<file path="src/rtl/adc_seq_pkg.sv">
package adc_seq_pkg;

    localparam int CLK_CODE_W = 3;
    localparam int HOLD_CODE_W = 2;
    localparam int CH_W = 3;
    localparam int MAX_RATIO = 16;
    localparam int RATIO_W = $clog2(MAX_RATIO) + 1;
    localparam int PH_W = 5;

    localparam logic [CLK_CODE_W-1:0] CLK_SLOW = 3'b111;
    localparam logic [HOLD_CODE_W-1:0] HOLD_BAD = 2'b11;

    typedef enum logic [2:0] {
        PH_IDLE,
        PH_SAMPLE,
        PH_CONV,
        PH_TAIL,
        PH_DONE
    } phase_e;

    typedef struct packed {
        logic [CLK_CODE_W-1:0]  ck;
        logic [HOLD_CODE_W-1:0] sh;
        logic [CH_W-1:0]        ch;
    } conv_cfg_t;

    // Divide ratio for a clock-select code; the slow source is undivided.
    function automatic logic [RATIO_W-1:0] ratio_of(input logic [CLK_CODE_W-1:0] code);
        case (code)
            3'd0:    return RATIO_W'(2);
            3'd1:    return RATIO_W'(3);
            3'd2:    return RATIO_W'(4);
            3'd3:    return RATIO_W'(6);
            3'd4:    return RATIO_W'(8);
            3'd5:    return RATIO_W'(12);
            3'd6:    return RATIO_W'(16);
            default: return RATIO_W'(1);
        endcase
    endfunction

    // Sample-hold length in conversion-clock periods.
    function automatic logic [PH_W-1:0] hold_len(input logic [HOLD_CODE_W-1:0] code);
        case (code)
            2'd0:    return PH_W'(2);
            2'd1:    return PH_W'(6);
            2'd2:    return PH_W'(18);
            default: return PH_W'(1);
        endcase
    endfunction

    // Conversion-clock period in ps for one code.
    function automatic longint period_ps(input int code, input longint sys_ps,
                                         input longint slow_ps);
        if (code == 7) return slow_ps;
        return longint'(ratio_of(CLK_CODE_W'(code))) * sys_ps;
    endfunction

    function automatic bit period_in_window(input int code, input longint sys_ps,
                                            input longint slow_ps, input longint lo_ps,
                                            input longint hi_ps);
        longint p;
        p = period_ps(code, sys_ps, slow_ps);
        return (p >= lo_ps) && (p <= hi_ps);
    endfunction

endpackage

</file>
<file path="src/rtl/adc_range_check.sv">
module adc_range_check
    import adc_seq_pkg::*;
#(
    parameter longint SYS_PERIOD_PS  = 200000,
    parameter longint SLOW_PERIOD_PS = 30517578,
    parameter longint TCONV_MIN_PS   = 750000,
    parameter longint TCONV_MAX_PS   = 100000000
) (
    input  logic [CLK_CODE_W-1:0] code,
    output logic                  bad
);
    localparam int N_CODES = 1 << CLK_CODE_W;

    logic [N_CODES-1:0] ok_vec;

    // One constant legality bit per code, folded from the clock parameters.
    for (genvar i = 0; i < N_CODES; i++) begin : g_code
        localparam bit CODE_OK = period_in_window(i, SYS_PERIOD_PS, SLOW_PERIOD_PS,
                                                  TCONV_MIN_PS, TCONV_MAX_PS);
        assign ok_vec[i] = CODE_OK;
    end

    assign bad = ~ok_vec[code];

endmodule

</file>
<file path="src/rtl/adc_tick_gen.sv">
module adc_tick_gen
    import adc_seq_pkg::*;
(
    input  logic               clk,
    input  logic               rst,
    input  logic               slow_clk,
    input  logic               restart,
    input  logic               run,
    input  logic               use_slow,
    input  logic [RATIO_W-1:0] ratio,
    output logic               tick
);
    localparam int CNT_W = RATIO_W - 1;

    logic [CNT_W-1:0] div_cnt;
    logic [2:0]       slow_sync;
    logic             div_wrap;
    logic             slow_rise;

    // Modulo counter: wraps at ratio-1, so odd ratios need no special case.
    assign div_wrap = ({1'b0, div_cnt} == (ratio - RATIO_W'(1)));

    always_ff @(posedge clk) begin
        if (rst || restart) begin
            div_cnt <= '0;
        end else if (run) begin
            div_cnt <= div_wrap ? '0 : div_cnt + CNT_W'(1);
        end
    end

    // Two-stage synchroniser plus an edge register for the slow source.
    always_ff @(posedge clk) begin
        if (rst) begin
            slow_sync <= '0;
        end else begin
            slow_sync <= {slow_sync[1:0], slow_clk};
        end
    end

    assign slow_rise = slow_sync[1] & ~slow_sync[2];

    always_comb begin
        if (!run) begin
            tick = 1'b0;
        end else if (use_slow) begin
            tick = slow_rise;
        end else begin
            tick = div_wrap;
        end
    end

endmodule

</file>
<file path="src/rtl/adc_phase_fsm.sv">
module adc_phase_fsm
    import adc_seq_pkg::*;
#(
    parameter int STEP_CYCLES = 18,
    parameter int TAIL_CYCLES = 3
) (
    input  logic      clk,
    input  logic      rst,
    input  logic      start,
    input  conv_cfg_t cfg_in,
    input  logic      tick,
    output conv_cfg_t cfg_q,
    output logic      accept,
    output logic      run,
    output logic      busy,
    output logic      sample_en,
    output logic      step,
    output logic      done,
    output logic      err
);
    localparam int TL_W = $clog2(TAIL_CYCLES + 1);
    localparam logic [PH_W-1:0] STEP_LAST = PH_W'(STEP_CYCLES - 1);
    // The done cycle itself is the last tail cycle, so the tail state lasts one less.
    localparam logic [TL_W-1:0] TAIL_LAST = TL_W'(TAIL_CYCLES - 2);

    phase_e          phase;
    logic [PH_W-1:0] ph_cnt;
    logic [TL_W-1:0] tl_cnt;
    logic [PH_W-1:0] hold_last;
    logic            idle_like;
    logic            err_q;

    assign idle_like = (phase == PH_IDLE) || (phase == PH_DONE);
    assign accept    = start && idle_like && (cfg_in.sh != HOLD_BAD);
    assign hold_last = hold_len(cfg_q.sh) - PH_W'(1);

    always_ff @(posedge clk) begin
        if (rst) begin
            phase  <= PH_IDLE;
            cfg_q  <= '0;
            ph_cnt <= '0;
            tl_cnt <= '0;
            err_q  <= 1'b0;
        end else begin
            err_q <= 1'b0;
            case (phase)
                PH_IDLE, PH_DONE: begin
                    phase <= PH_IDLE;
                    if (start) begin
                        if (cfg_in.sh == HOLD_BAD) begin
                            err_q <= 1'b1;
                        end else begin
                            cfg_q  <= cfg_in;
                            phase  <= PH_SAMPLE;
                            ph_cnt <= '0;
                        end
                    end
                end
                PH_SAMPLE: begin
                    if (tick) begin
                        if (ph_cnt == hold_last) begin
                            phase  <= PH_CONV;
                            ph_cnt <= '0;
                        end else begin
                            ph_cnt <= ph_cnt + PH_W'(1);
                        end
                    end
                end
                PH_CONV: begin
                    if (tick) begin
                        if (ph_cnt == STEP_LAST) begin
                            phase  <= PH_TAIL;
                            tl_cnt <= '0;
                        end else begin
                            ph_cnt <= ph_cnt + PH_W'(1);
                        end
                    end
                end
                PH_TAIL: begin
                    if (tl_cnt == TAIL_LAST) begin
                        phase <= PH_DONE;
                    end else begin
                        tl_cnt <= tl_cnt + TL_W'(1);
                    end
                end
                default: phase <= PH_IDLE;
            endcase
        end
    end

    assign run       = (phase == PH_SAMPLE) || (phase == PH_CONV);
    assign busy      = run || (phase == PH_TAIL);
    assign sample_en = (phase == PH_SAMPLE);
    assign step      = (phase == PH_CONV) && tick;
    assign done      = (phase == PH_DONE);
    assign err       = err_q;

endmodule

</file>
<file path="src/rtl/adc_conv_seq.sv">
module adc_conv_seq
    import adc_seq_pkg::*;
#(
    parameter longint SYS_PERIOD_PS  = 200000,
    parameter longint SLOW_PERIOD_PS = 30517578,
    parameter longint TCONV_MIN_PS   = 750000,
    parameter longint TCONV_MAX_PS   = 100000000,
    parameter int     STEP_CYCLES    = 18,
    parameter int     TAIL_CYCLES    = 3
) (
    input  logic       clk,
    input  logic       rst,
    input  logic       slow_clk,
    input  logic       start,
    input  logic [2:0] clk_sel,
    input  logic [1:0] hold_sel,
    input  logic [2:0] chan,
    output logic       clk_sel_bad,
    output logic       busy,
    output logic [2:0] ch_sel,
    output logic       sample_en,
    output logic       step,
    output logic       done,
    output logic       err
);
    conv_cfg_t cfg_in;
    conv_cfg_t cfg_q;
    logic      accept;
    logic      run;
    logic      tick;

    assign cfg_in = '{ck: clk_sel, sh: hold_sel, ch: chan};

    adc_range_check #(
        .SYS_PERIOD_PS (SYS_PERIOD_PS),
        .SLOW_PERIOD_PS(SLOW_PERIOD_PS),
        .TCONV_MIN_PS  (TCONV_MIN_PS),
        .TCONV_MAX_PS  (TCONV_MAX_PS)
    ) u_range (
        .code(clk_sel),
        .bad (clk_sel_bad)
    );

    adc_tick_gen u_tick (
        .clk     (clk),
        .rst     (rst),
        .slow_clk(slow_clk),
        .restart (accept),
        .run     (run),
        .use_slow(cfg_q.ck == CLK_SLOW),
        .ratio   (ratio_of(cfg_q.ck)),
        .tick    (tick)
    );

    adc_phase_fsm #(
        .STEP_CYCLES(STEP_CYCLES),
        .TAIL_CYCLES(TAIL_CYCLES)
    ) u_fsm (
        .clk      (clk),
        .rst      (rst),
        .start    (start),
        .cfg_in   (cfg_in),
        .tick     (tick),
        .cfg_q    (cfg_q),
        .accept   (accept),
        .run      (run),
        .busy     (busy),
        .sample_en(sample_en),
        .step     (step),
        .done     (done),
        .err      (err)
    );

    assign ch_sel = cfg_q.ch;

endmodule

</file>
<file path="config.mk">
export PLATFORM = sky130hd
export DESIGN_NAME = adc_conv_seq
export DESIGN_NICKNAME = d
export VERILOG_FILES = /design/src/rtl/adc_seq_pkg.sv /design/src/rtl/adc_range_check.sv /design/src/rtl/adc_tick_gen.sv /design/src/rtl/adc_phase_fsm.sv /design/src/rtl/adc_conv_seq.sv
export SDC_FILE = /design/constraint.sdc
export NUM_CORES = 1
export LEC_CHECK = 0
export BUFFER_PORTS_ARGS = -buffer_cell sky130_fd_sc_hd__buf_2
export CAP_MARGIN = 0
export CORE_MARGIN = 3
export CORE_UTILIZATION = 30
export CTS_CLUSTER_SIZE = 25
export DETAILED_ROUTE_END_ITERATION = 10
export PLACE_DENSITY_LB_ADDON = 0.2
export SYNTH_ARGS = -nofsm -noshare
export SYNTH_HDL_FRONTEND = slang
export SYNTH_SLANG_ARGS = --single-unit
</file>
<file path="constraint.sdc">
create_clock -name clk -period 2.32 [get_ports clk]
set_clock_uncertainty 0.1 [all_clocks]
set_input_delay 0.58 -clock clk [delete_from_list [all_inputs] [get_ports clk]]
set_output_delay 0.58 -clock clk [all_outputs]
set_load 0.02 [all_outputs]
</file>
==> metrics.md, run 1 <==
| Metric | Value |
|---|---|
| Number of enable flip-flop cells after synthesis | 0 |
| Pre-CTS WS | 0.1433 ns |
| Post-synth cell types | 53 |
| Post-synthesis instance area | 1510 um^2 |
| Hold Startpoint | u_fsm.cfg_q[1] |
| Initial DRC Count | 34 |
| Hold crit path type | flip-flop to flip-flop |
| Crit-path most repeated cell | buf_6 |
| Slowest stage delay, CP | 0.37 ns |
| Crit path DAT | 1.66 ns |
| ANT nets after route | 0 |
| Syn Nets | 200 |
| Top FF cell, synth | dfxtp_1 |
| Final setup violation count | 1 |
| Sequential area share after synthesis | 0.3447 |
| Global Route Usage Sum | 0.1161 |
| DIE WIDTH | 76.95 um |
| Fin. max-slew vios | 0 |
| Top delay family on crit path | compound AO/OA/AOI/OAI gates |
| Critical path class | flip-flop to primary output |
| Multi-input gate area | 917.1 um^2 |
| Final instance area | 1777 um^2 |
| Asr flop ratio synth | 0 |
| Hold Path End | u_fsm.cfg_q[1] |
| DRC violations left | 0 |
| Total grt overflow | 0 |
| Reg2reg start | u_fsm.ph_cnt[0] |
| Fin nets | 224 |
| Post-DR vias/cell | 4.941 |
| Worst relative slew slack | 0.7615 |
| I/O pin cnt | 21 |
| Buffers & Inverters on Critical Path | 2 |
| Failing checks | negative setup slack |
| RSZ-0062 raised after global routing | true |
| DRT Wirelength | 3.272 mm |
| Share of layout cells above drive strength 1 | 0.2573 |
| Peak supply drop | 248.0 uV |
| # fillers | 491 |
| Die ar. | 5921 um^2 |
| Worst-Margin Slew | 0.3571 ns |
| Clock slew at reported path FFs | 0.09 ns |
| Final hold vios | 0 |
| First drt pass iteration count | 4 |
| Area leader, netlist | dfxtp_1 |
| Reg-to-reg endpoint | u_fsm.ph_cnt[4] |
| Slowest CP cell | dfxtp_4 |
| Flops & latches, synth | 26 |
| Avg WL per Cell | 11.99 um |
| Top post-synthesis cells by area | dfxtp_1 (34%), nand2_1 (5.5%), nor2_1 (5.5%), a21oi_1 (4.0%), ha_1 (3.3%) |
| CP max FO | 6 |
| CP startpoint kind | flip-flop |
| Synthesized area per cell | 8.208 um^2 |
| Clk sink count | 26 |
| Starting Density | 0.3156 |
| R2R depth | 6 |
| Vias in the first global route | 1249 |
| Status | finished, violations left |
| Htree depth | 1 |
| Crit share post-route | 1.009 |
| CORE AREA | 4786 um^2 |
| Largest net degree at the start of global routing | 22 |
| Max Cap Violations | 0 |
| Cells after synthesis | 184 |
| CTS buffer count | 3 |
| Min Tclk post-route | 2.341 ns |
| CTS root buffer | clkbuf_8 |
| Worst endpoint required time | 1.64 ns |
| Antenna Cells | 0 |
| Initial antenna violation count | 0 |
| PortBufs | 20 |
| CTS tree | built |
| Post-DP Area | 1694 um^2 |
| Hold Path Depth | 2 |
| # rows | 25 |
| Fmax | 427.2 MHz |
| Wire length of the first global-routing pass | 5.706 mm |
| Worst-skew pair later-pin latency | 0.27 ns |
| Static leakage | 0.6615 nW |
| Yosys warning total | 0 |
| Reg2reg setup slack | 0.24 ns |
| Final worst setup slack | -0.02072 ns |
| Die Height | 76.95 um |
| Area Overhead vs Synth | 17.65% |
| PwrDens | 566.1 nW/um^2 |
| Total number of vias | 1349 |
| Dpl hpwl | 2.449 mm |
| Synth top area share | 0.3447 |
| CP Capture Type | primary output |
| Maximum clock insertion buffer count | 2 |
| RD Place Congestion | 0.7516 |
| Post-Route Utilization | 0.3712 |
| Sequential Area | 533.0 um^2 |
| Post-CTS Hold Buffers | 0 |
| CP cell instances | buf_6 > and3b_1 > o211ai_1 > o221ai_2 > a21oi_2 > nor2_2 > buf_6 |
## worst min-delay path: stages, from the launching register on
cell     delay (ns)
dfxtp_1        0.32
nand2_1        0.05
a21oi_1        0.05
## state kept, by name (all words and copies together), names as in the netlist
| register | count |
|---|---|
| u_tick.slow_sync | 3 |
| u_fsm.tl_cnt | 2 |
| u_fsm.cfg_q | 8 |
| u_fsm.ph_cnt | 5 |
| u_tick.div_cnt | 4 |
| u_fsm.err | 1 |
| u_fsm.phase | 3 |
## kinds of logic (layout without fill, tap and decap cells)
kind of cell,Yosys count,count (layout),synth area share
compound gates,40,40,0.2013
xor+xnor,7,7,0.04060
buf+inv,16,38,0.05716
fa+ha+maj,4,4,0.03314
flops,26,26,0.3447
simple gates,91,91,0.3231
## cells in the mapped netlist (3+ instances only)
library cell,number
dfxtp_1,26
nand2_1,22
nor2_1,22
a21oi_1,12
nor3_1,9
nand3_1,7
nor2b_1,6
inv_1,5
nand2b_1,5
buf_4,4
ha_1,4
xor2_1,4
buf_2,3
clkbuf_1,3
nor4bb_1,3
o31ai_1,3
xnor2_1,3
## through the flow
| stage | setup TNS, ns | cells | total power, mW | hold slack, ns |
|---|---|---|---|---|
| 6_report | -0.02072 | 273 | 1.006 | 0.3558 |
| 5_1_grt | -0.1119 | 273 | 1.076 | 0.3817 |
| 4_1_cts | -0.04742 | 273 | 1.023 | 0.3625 |
| 3_5_place_dp | 0 | 269 | 0.7605 | 0.3448 |
| 3_3_place_gp | 0 | 269 | 0.7615 | 0.3287 |
| 2_1_floorplan | 0 | 184 | 0.6873 | 0.3138 |
## placed cells by master, fill, tap and decap left out, types with 4 or more instances in the layout
master / instances
xor2_1: 4
nor3_1: 9
buf_2: 20
nor2b_1: 6
nand3_1: 7
buf_4: 8
dfxtp_1: 20
nand2_1: 22
nand2b_1: 5
inv_1: 5
a21oi_1: 12
nor2_1: 21
dfxtp_2: 4
ha_1: 4
## routing by layer
layer | vias to the layer above | GRT usage | wire, um
li1 | 700 | - | -
met4 | 0 | 0.04348 | 46
met5 | - | 0 | 0
met2 | 22 | 0.1847 | 1447
met1 | 623 | 0.1571 | 1653
met3 | 4 | 0.01878 | 125
## how the worst max path moves through the flow
stage,start,cells after the start,to
after floorplan,u_fsm.cfg_q[6],6,step
after global placement,u_fsm.cfg_q[7],6,step
after detailed placement,u_fsm.cfg_q[7],7,u_fsm.ph_cnt[4]
after CTS,u_fsm.cfg_q[6],7,step
after global routing,u_fsm.cfg_q[6],7,step
final,u_fsm.cfg_q[6],7,step
## timing repair
item,in CTS,in global routing
cloned,1,0
pin swaps,3,2
resized for setup,8,6
setup endpoints to repair,1,1
setup buffers,0,0
## report_power, final
group | leakage, nW | switching (mW) | internal (mW)
Clock | 0.0216 | 0.138 | 0.116
Combinational | 0.425 | 0.141 | 0.109
Sequential | 0.215 | 0.0327 | 0.469
Total | 0.661 | 0.312 | 0.694
## layout make-up
cell class | instances | area share
sequential | 26 | 0.3000
tap | 67 | 0.04718
clock buffer | 3 | 0.02324
inverter | 5 | 0.01056
multi-input combinational | 142 | 0.5162
timing repair buffer | 30 | 0.1028
(Power assumes the default switching activity.)
==> run 2, diff against run 1 <==
--- a/config.mk
+++ b/config.mk
@@ -7,6 +7,8 @@
 export LEC_CHECK = 0
 export BUFFER_PORTS_ARGS = -buffer_cell sky130_fd_sc_hd__buf_2
 export CAP_MARGIN = 0
+export CELL_PAD_IN_SITES_DETAIL_PLACEMENT = 0
+export CELL_PAD_IN_SITES_GLOBAL_PLACEMENT = 1
 export CORE_MARGIN = 3
 export CORE_UTILIZATION = 30
 export CTS_CLUSTER_SIZE = 25
==> constraint.sdc (replaced) <==
create_clock -name clk -period 2.32 [get_ports clk]
set_clock_uncertainty 0.1 [all_clocks]
set_input_delay 0.58 -clock clk [delete_from_list [all_inputs] [get_ports clk]]
set_output_delay 0.58 -clock clk [all_outputs]
set_load 0.005 [all_outputs]
==> metrics.md, run 2 (synthesis gave the netlist of run 1 again) <==
| Metric | Value |
|---|---|
| Slowest stage delay, CP | 0.41 ns (+0.04 ns) |
| Status | completed |
| Final hold vios | 0 (unchanged) |
| Largest net degree at the start of global routing | 22 (unchanged) |
| Total negative slack | 0 ns (+0.02072 ns) |
| Crit share post-route | 0.9968 (-0.01214) |
| Maximum clock insertion buffer count | 2 (unchanged) |
| R2R depth | 8 (+2) |
| CP Capture Type | primary output |
| Hold Path End | u_tick.slow_sync[1] |
| Initial antenna violation count | 0 (unchanged) |
| Reg2reg setup slack | 0.21 ns (-0.03 ns) |
| Starting Density | 0.3156 (unchanged) |
| Hold slack | 0.3571 ns (+0.001329 ns) |
| Total number of vias | 1381 (+2.4%) |
| Worst-Margin Slew | 0.3555 ns (-0.001559 ns) |
| I/O pin cnt | 21 (unchanged) |
| Sequential Area | 538.0 um^2 (+0.94%) |
| Multi-input gate area | 935.9 um^2 (+2.0%) |
| Post-DR vias/cell | 4.986 (+0.89%) |
| Final worst setup slack | 0.007454 ns (+0.02817 ns) |
| Fin. max-slew vios | 0 (unchanged) |
| CP cell instances | and2b_1 > a32oi_2 > o221ai_2 > a21oi_2 > nor2_1 > buf_2 |
| # fillers | 497 (+1.2%) |
| DIE WIDTH | 76.95 um (unchanged) |
| Sw Ratio | 0.2988 (-0.01116) |
| Switch Pwr | 311.6 uW (about the same) |
| ANT nets after route | 0 (unchanged) |
| Top delay family on crit path | compound AO/OA/AOI/OAI gates |
| Global Route Usage Sum | 0.1248 (+0.008630) |
| PwrDens | 570.1 nW/um^2 (+0.71%) |
| Hold crit path type | flip-flop to flip-flop |
| Total grt overflow | 0 (unchanged) |
| Die ar. | 5921 um^2 (unchanged) |
| Share of layout cells above drive strength 1 | 0.2714 (+0.01415) |
| Hold Startpoint | u_tick.slow_sync[0] |
| Worst endpoint required time | 1.64 ns (about the same) |
| CP max FO | 10 (+4) |
| Max Cap Violations | 0 (unchanged) |
| CTS tree | built |
| Final Non-Filler Cells | 277 (+1.5%) |
| Crit path DAT | 1.63 ns (-0.03 ns) |
| CP startpoint kind | flip-flop |
| Wire length of the first global-routing pass | 6.134 mm (+7.5%) |
| Most flops, register | u_fsm.cfg_q |
| Placed cells | 267 (-0.74%) |
| RD Place Congestion | 0.7927 (+5.5%) |
| Post-CTS Hold Buffers | 0 (unchanged) |
| Vias in the first global route | 1343 (+7.5%) |
| Pint | 731.3 uW (+5.4%) |
| Die Height | 76.95 um (unchanged) |
| PortBufs | 20 (unchanged) |
| Antenna Cells | 0 (unchanged) |
| Initial DRC Count | 57 (+68%) |
| CTS buffer count | 3 (unchanged) |
| Static leakage | 0.6856 nW (+3.6%) |
| Critical path class | flip-flop to primary output |
| Buffers & Inverters on Critical Path | 1 (-1) |
| Comb pwr share | 0.234 (-0.014) |
| Dpl hpwl | 2.600 mm (+6.2%) |
| Clock slew at reported path FFs | 0.09 ns (about the same) |
| Htree depth | 1 (unchanged) |
| Min Tclk post-route | 2.313 ns (-0.02817 ns) |
| Peak supply drop | 242.2 uV (-2.3%) |
| Hold Path Depth | 1 (-1) |
| Final instance area | 1829 um^2 (+3.0%) |
| Clock power frac | 0.284 (+0.031) |
| Clk sink count | 26 (unchanged) |
| RSZ-0062 raised after global routing | true |
| Slowest CP cell | dfxtp_4 |
| Pre-CTS WS | 0.08613 ns (-0.05712 ns) |
| Worst-skew pair later-pin latency | 0.27 ns (about the same) |
| Worst relative slew slack | 0.7612 (about the same) |
| Avg WL per Cell | 13.06 um (+9.0%) |
| Registers with the most flip-flops | u_fsm.cfg_q x8, u_fsm.ph_cnt x5, u_tick.div_cnt x4 |
| Max FFs per register | 8 (unchanged) |
| Final setup violation count | 0 (-1) |
| Sequential Power Share | 0.482 (-0.016) |
| Most frequent cells in the layout | nor2_1 (22), nand2_1 (22), buf_2 (20), dfxtp_1 (20), buf_4 (13) |
| First drt pass iteration count | 4 (unchanged) |
| CTS root buffer | clkbuf_8 |
| DRC violations left | 0 (unchanged) |
| CORE AREA | 4786 um^2 (unchanged) |
| Area Overhead vs Synth | 21.13% |
| # rows | 25 (unchanged) |
| Reg-to-reg endpoint | u_fsm.ph_cnt[4] |
| DRT Wirelength | 3.619 mm (+11%) |
| Post-DP Area | 1679 um^2 (-0.89%) |
| Fmax | 432.4 MHz (+1.2%) |
| Fin nets | 227 (+1.3%) |
| Reg2reg start | u_tick.div_cnt[2] |
==> run 2: through the flow <==
stage | total power [mW] | utilization
floorplan | 0.6733 | -
global placement | 0.7435 | 0.3509
detailed placement | 0.7472 | 0.3509
CTS | 1.059 | 0.3783
global route | 1.118 | 0.3822
finish | 1.043 | 0.3822
==> run 2: routing by layer <==
| layer | vias up | share of wire | GRT usage |
|---|---|---|---|
| met5 | - | 0 | 0 |
| met4 | 0 | 0.015 | 0.03804 |
| met3 | 6 | 0.030 | 0.01995 |
| met2 | 25 | 0.47 | 0.2117 |
| met1 | 646 | 0.49 | 0.1612 |
| li1 | 704 | - | - |
==> run 2: repair_timing <==
item / CTS / global route
setup endpoints to repair: 1 / 1
setup buffers: 5 / 1
endpoints found under the hold margin: 0 / 0
gates resized for setup: 11 / 3
pin swaps: 3 / 0
==> run 2: worst max path at each step <==
stage	end	depth (start not counted)	startpoint	slack (ns)
after floorplan	step	6	u_fsm.cfg_q[6]	0.37
after global placement	step	6	u_fsm.cfg_q[6]	0.16
after detailed placement	u_fsm.ph_cnt[4]	7	u_fsm.cfg_q[7]	0.09
after CTS	step	7	u_tick.div_cnt[2]	0.009
after global routing	step	6	u_fsm.cfg_q[6]	-0.09
final	step	6	u_fsm.cfg_q[6]	0.007
==> run 2: power groups by stage <==
| stage | clock network (mW) | registers (mW) | logic [mW] |
|---|---|---|---|
| 2_1_floorplan | 0 | 0.498 | 0.175 |
| 3_3_place_gp | 0 | 0.512 | 0.232 |
| 3_5_place_dp | 0 | 0.513 | 0.234 |
| 4_1_cts | 0.311 | 0.503 | 0.245 |
| 5_1_grt | 0.337 | 0.508 | 0.273 |
| 6_report | 0.296 | 0.503 | 0.244 |
==> run 2: area by class of cell <==
cell class	instances	share of cell area
well taps	67	0.04583
multi-input cells	142	0.5116
inverters	5	0.01026
repair buffers	33	0.1081
flip-flops and latches	26	0.2941
clock buffers	4	0.03010
==> run 2: worst reg2reg max path, stage by stage, from the launching register on <==
cell	delay [ns]
dfxtp_4	0.37
buf_4	0.16
nor4bb_2	0.28
o21ai_1	0.13
o211ai_2	0.10
a21oi_2	0.09
buf_4	0.17
or3b_4	0.41
o31ai_1	0.22
==> run 3, diff against run 2 <==
--- a/config.mk
+++ b/config.mk
@@ -16,4 +16,5 @@
 export PLACE_DENSITY_LB_ADDON = 0.2
 export SYNTH_ARGS = -nofsm -noshare
 export SYNTH_HDL_FRONTEND = slang
+export SYNTH_HIERARCHICAL = 1
 export SYNTH_SLANG_ARGS = --single-unit
==> metrics.md, run 3 <==
| Metric | Value |
|---|---|
| Status | finished, violations left |
| Failing checks | negative setup slack |
| DRC violations left | 0 (unchanged) |
| Worst-skew pair later-pin latency | 0.28 ns (about the same) |
| # fillers | 485 (-2.4%) |
| Flops & latches, synth | 26 (unchanged) |
| Hold slack | 0.3500 ns (-0.007042 ns) |
| Peak supply drop | 265.2 uV (+9.5%) |
| CTS root buffer | clkbuf_8 |
| Final instance area | 2182 um^2 (+19%) |
| Top FF cell, synth | dfxtp_1 |
| Slowest CP cell | dfxtp_4 |
| Share of layout cells above drive strength 1 | 0.4167 (+0.1452) |
| Most frequent cells in the layout | buf_4 (29), dfxtp_1 (24), buf_2 (20) |
| DIE WIDTH | 77.63 um (+0.88%) |
| Post-CTS Hold Buffers | 0 (unchanged) |
| Worst-Margin Slew | 0.5717 ns (+0.2162 ns) |
| Yosys warning total | 6 (+6) |
| Min Tclk post-route | 3.014 ns (+0.7013 ns) |
| Most frequent cells after synthesis | dfxtp_1 (26), nand2_1 (14), a21oi_1 (13) |
| First drt pass iteration count | 4 (unchanged) |
| Syn Nets | 193 (-3.5%) |
| CP startpoint | u_fsm/cfg_q[7] |
| CP Capture Type | primary output |
| Fmax | 331.8 MHz (-23%) |
| Clk sink count | 26 (unchanged) |
| ANT nets after route | 0 (unchanged) |
| Top post-synthesis cells by area | dfxtp_1 (34%), a21oi_1 (4.2%), ha_1 (4.1%), nor3_1 (3.6%), nand2_1 (3.4%) |
| CP startpoint kind | flip-flop |
| Initial antenna violation count | 0 (unchanged) |
| Dpl hpwl | 2.916 mm (+12%) |
| PwrDens | 550.9 nW/um^2 (-3.4%) |
| Starting Density | 0.3174 (+0.001864) |
| CORE AREA | 4848 um^2 (+1.3%) |
| Final setup violation count | 10 (+10) |
| Vias in the first global route | 1551 (+15%) |
| Hold Startpoint | u_tick/slow_sync[0] |
| Most common cell in the synthesized netlist | dfxtp_1 |
| Post-synth cell types | 49 (-7.5%) |
| Final worst setup slack | -0.6939 ns (-0.7013 ns) |
| Total negative slack | -4.971 ns (-4.971 ns) |
| Placed cells | 280 (+4.9%) |
| Final hold vios | 0 (unchanged) |
| Total number of vias | 1514 (+9.6%) |
| Crit path DAT | 2.33 ns (+0.70 ns) |
| Largest net degree at the start of global routing | 28 (+27%) |
| Area Overhead vs Synth | 41.79% |
| # rows | 25 (unchanged) |
| Post-DP Area | 1888 um^2 (+12%) |
| Die Height | 77.63 um (+0.88%) |
| Wire length of the first global-routing pass | 7.272 mm (+19%) |
| Htree depth | 1 (unchanged) |
| Slowest stage delay, CP | 0.37 ns (-0.04 ns) |
| Die ar. | 6026 um^2 (+1.8%) |
| Fin nets | 246 (+8.4%) |
| Initial DRC Count | 57 (unchanged) |
| I/O pin cnt | 21 (unchanged) |
| PortBufs | 20 (unchanged) |
| Post-synthesis instance area | 1539 um^2 (+1.9%) |
| Hold crit path type | flip-flop to flip-flop |
| Max Cap Violations | 0 (unchanged) |
| Cells after synthesis | 176 (-4.3%) |
| CTS buffer count | 3 (unchanged) |
| Fin. max-slew vios | 0 (unchanged) |
| Sequential area share after synthesis | 0.3382 (-0.006445) |
| Number of enable flip-flop cells after synthesis | 0 (unchanged) |
| Worst relative slew slack | 0.6188 (-0.1423) |
| R2R depth | 14 (+6) |
| Final Non-Filler Cells | 295 (+6.5%) |
| RD Place Congestion | 0.7456 (-5.9%) |
| Pre-CTS WS | -0.6390 ns (-0.7252 ns) |
| Most flops, register | u_fsm/cfg_q |
| Max FFs per register | 8 (unchanged) |
| Avg WL per Cell | 14.08 um (+7.8%) |
| Post-DR vias/cell | 5.132 (+2.9%) |
| Critical path class | flip-flop to primary output |
| Registers with the most flip-flops | u_fsm/cfg_q x8, u_fsm/ph_cnt x5, u_tick/div_cnt x4 |
| Static leakage | 0.8764 nW (+28%) |
| Area leader, netlist | dfxtp_1 |
| Commonest non-fill, non-tap cell in the layout | buf_4 |
| DRT Wirelength | 4.155 mm (+15%) |
| Clock slew at reported path FFs | 0.10 ns (about the same) |
| Total grt overflow | 0 (unchanged) |
| Reg2reg start | u_fsm/cfg_q[7] |
| Maximum clock insertion buffer count | 2 (unchanged) |
| Final Power | 1.202 mW (+15%) |
| RSZ-0062 raised after global routing | true |
| Synthesized area per cell | 8.744 um^2 (+6.5%) |
| Synth top area share | 0.3382 (-0.006445) |
| CP max FO | 4 (-6) |
| Crit share post-route | 1.299 (+0.3023) |
| Global Route Usage Sum | 0.1459 (+0.02116) |
| Post-Route Utilization | 0.4501 (+0.06784) |
| CTS tree | built |
| Asr flop ratio synth | 0 (unchanged) |
| Worst endpoint required time | 1.64 ns (about the same) |
| Hold Path Depth | 1 (unchanged) |
| CP cell instances | buf_6 > nor2b_4 > nor3_4 > inv_2 > ha_4 > xor2_1 > nor3_1 > o311a_1 > mux2_4 > nor3b_2 > buf_2 |
| Antenna Cells | 0 (unchanged) |
## run 3: cell count changes in the layout (fill, tap and decap cells not counted), moves of 4 or more
| cell | delta |
|---|---|
| a221oi_2 | +4 |
| dfxtp_1 | +4 |
| buf_6 | +6 |
| nor4_1 | +4 |
| buf_4 | +16 |
| nand2_1 | -8 |
| nor2_1 | -12 |
## run 3: repair_timing
action	in CTS	in global routing
resized for setup	31	5
pin swaps	20	10
buffers inserted	10	2
endpoints found under the setup margin	10	10
## run 3: kinds of logic (layout without fill, tap and decap cells)
family | Yosys count | after routing | synth area share
AOI/OAI and AO/OA | 38 | 38 | 0.1878
xor gates and xnor gates | 9 | 9 | 0.05122
adders and majority gates | 5 | 5 | 0.04065
buffers and inverters | 14 | 66 | 0.04878
DFF | 26 | 26 | 0.3382
muxes | 2 | 2 | 0.01382
and+or+nand+nor | 82 | 82 | 0.3195
## run 3: worst max-delay path: cells and delay by family, from the launching register on
family | cells | cell delay (ns)
adders and majority gates | 1 | 0.17
AOI/OAI and AO/OA | 1 | 0.31
buffers and inverters | 3 | 0.31
and+or+nand+nor | 4 | 0.48
xor gates and xnor gates | 1 | 0.14
muxes | 1 | 0.29
DFF | 1 | 0.37
## run 3: final timing paths
kind	endpoint	slack (ns)
worst max register to register	u_fsm/ph_cnt[2]	-0.63
worst min-delay path	u_tick/slow_sync[1]	0.35
worst max-delay path	step	-0.69
worst min register to register	u_tick/slow_sync[1]	0.35
## run 3: power by group
group | internal, mW | switching, mW
sequential | 0.472 | 0.0239
clock | 0.152 | 0.156
combinational | 0.198 | 0.200
total | 0.822 | 0.380
## run 3: cell type report
cell class,count,area (um^2),area share
Tap cell,67,83.83,0.03842
Clock buffer,4,55.05,0.02523
Multi-Input combinational cell,136,1104,0.5057
Inverter,7,26.28,0.01204
Timing Repair Buffer,55,385.4,0.1766
Sequential cell,26,528.0,0.2420
## run 3: per-layer routing
layer	vias to the layer above	global-route usage	wire (um)
met5	-	0	0
li1	754	-	-
met2	35	0.2509	2054
met1	723	0.1787	1860
met3	2	0.03596	215
met4	0	0.04270	25
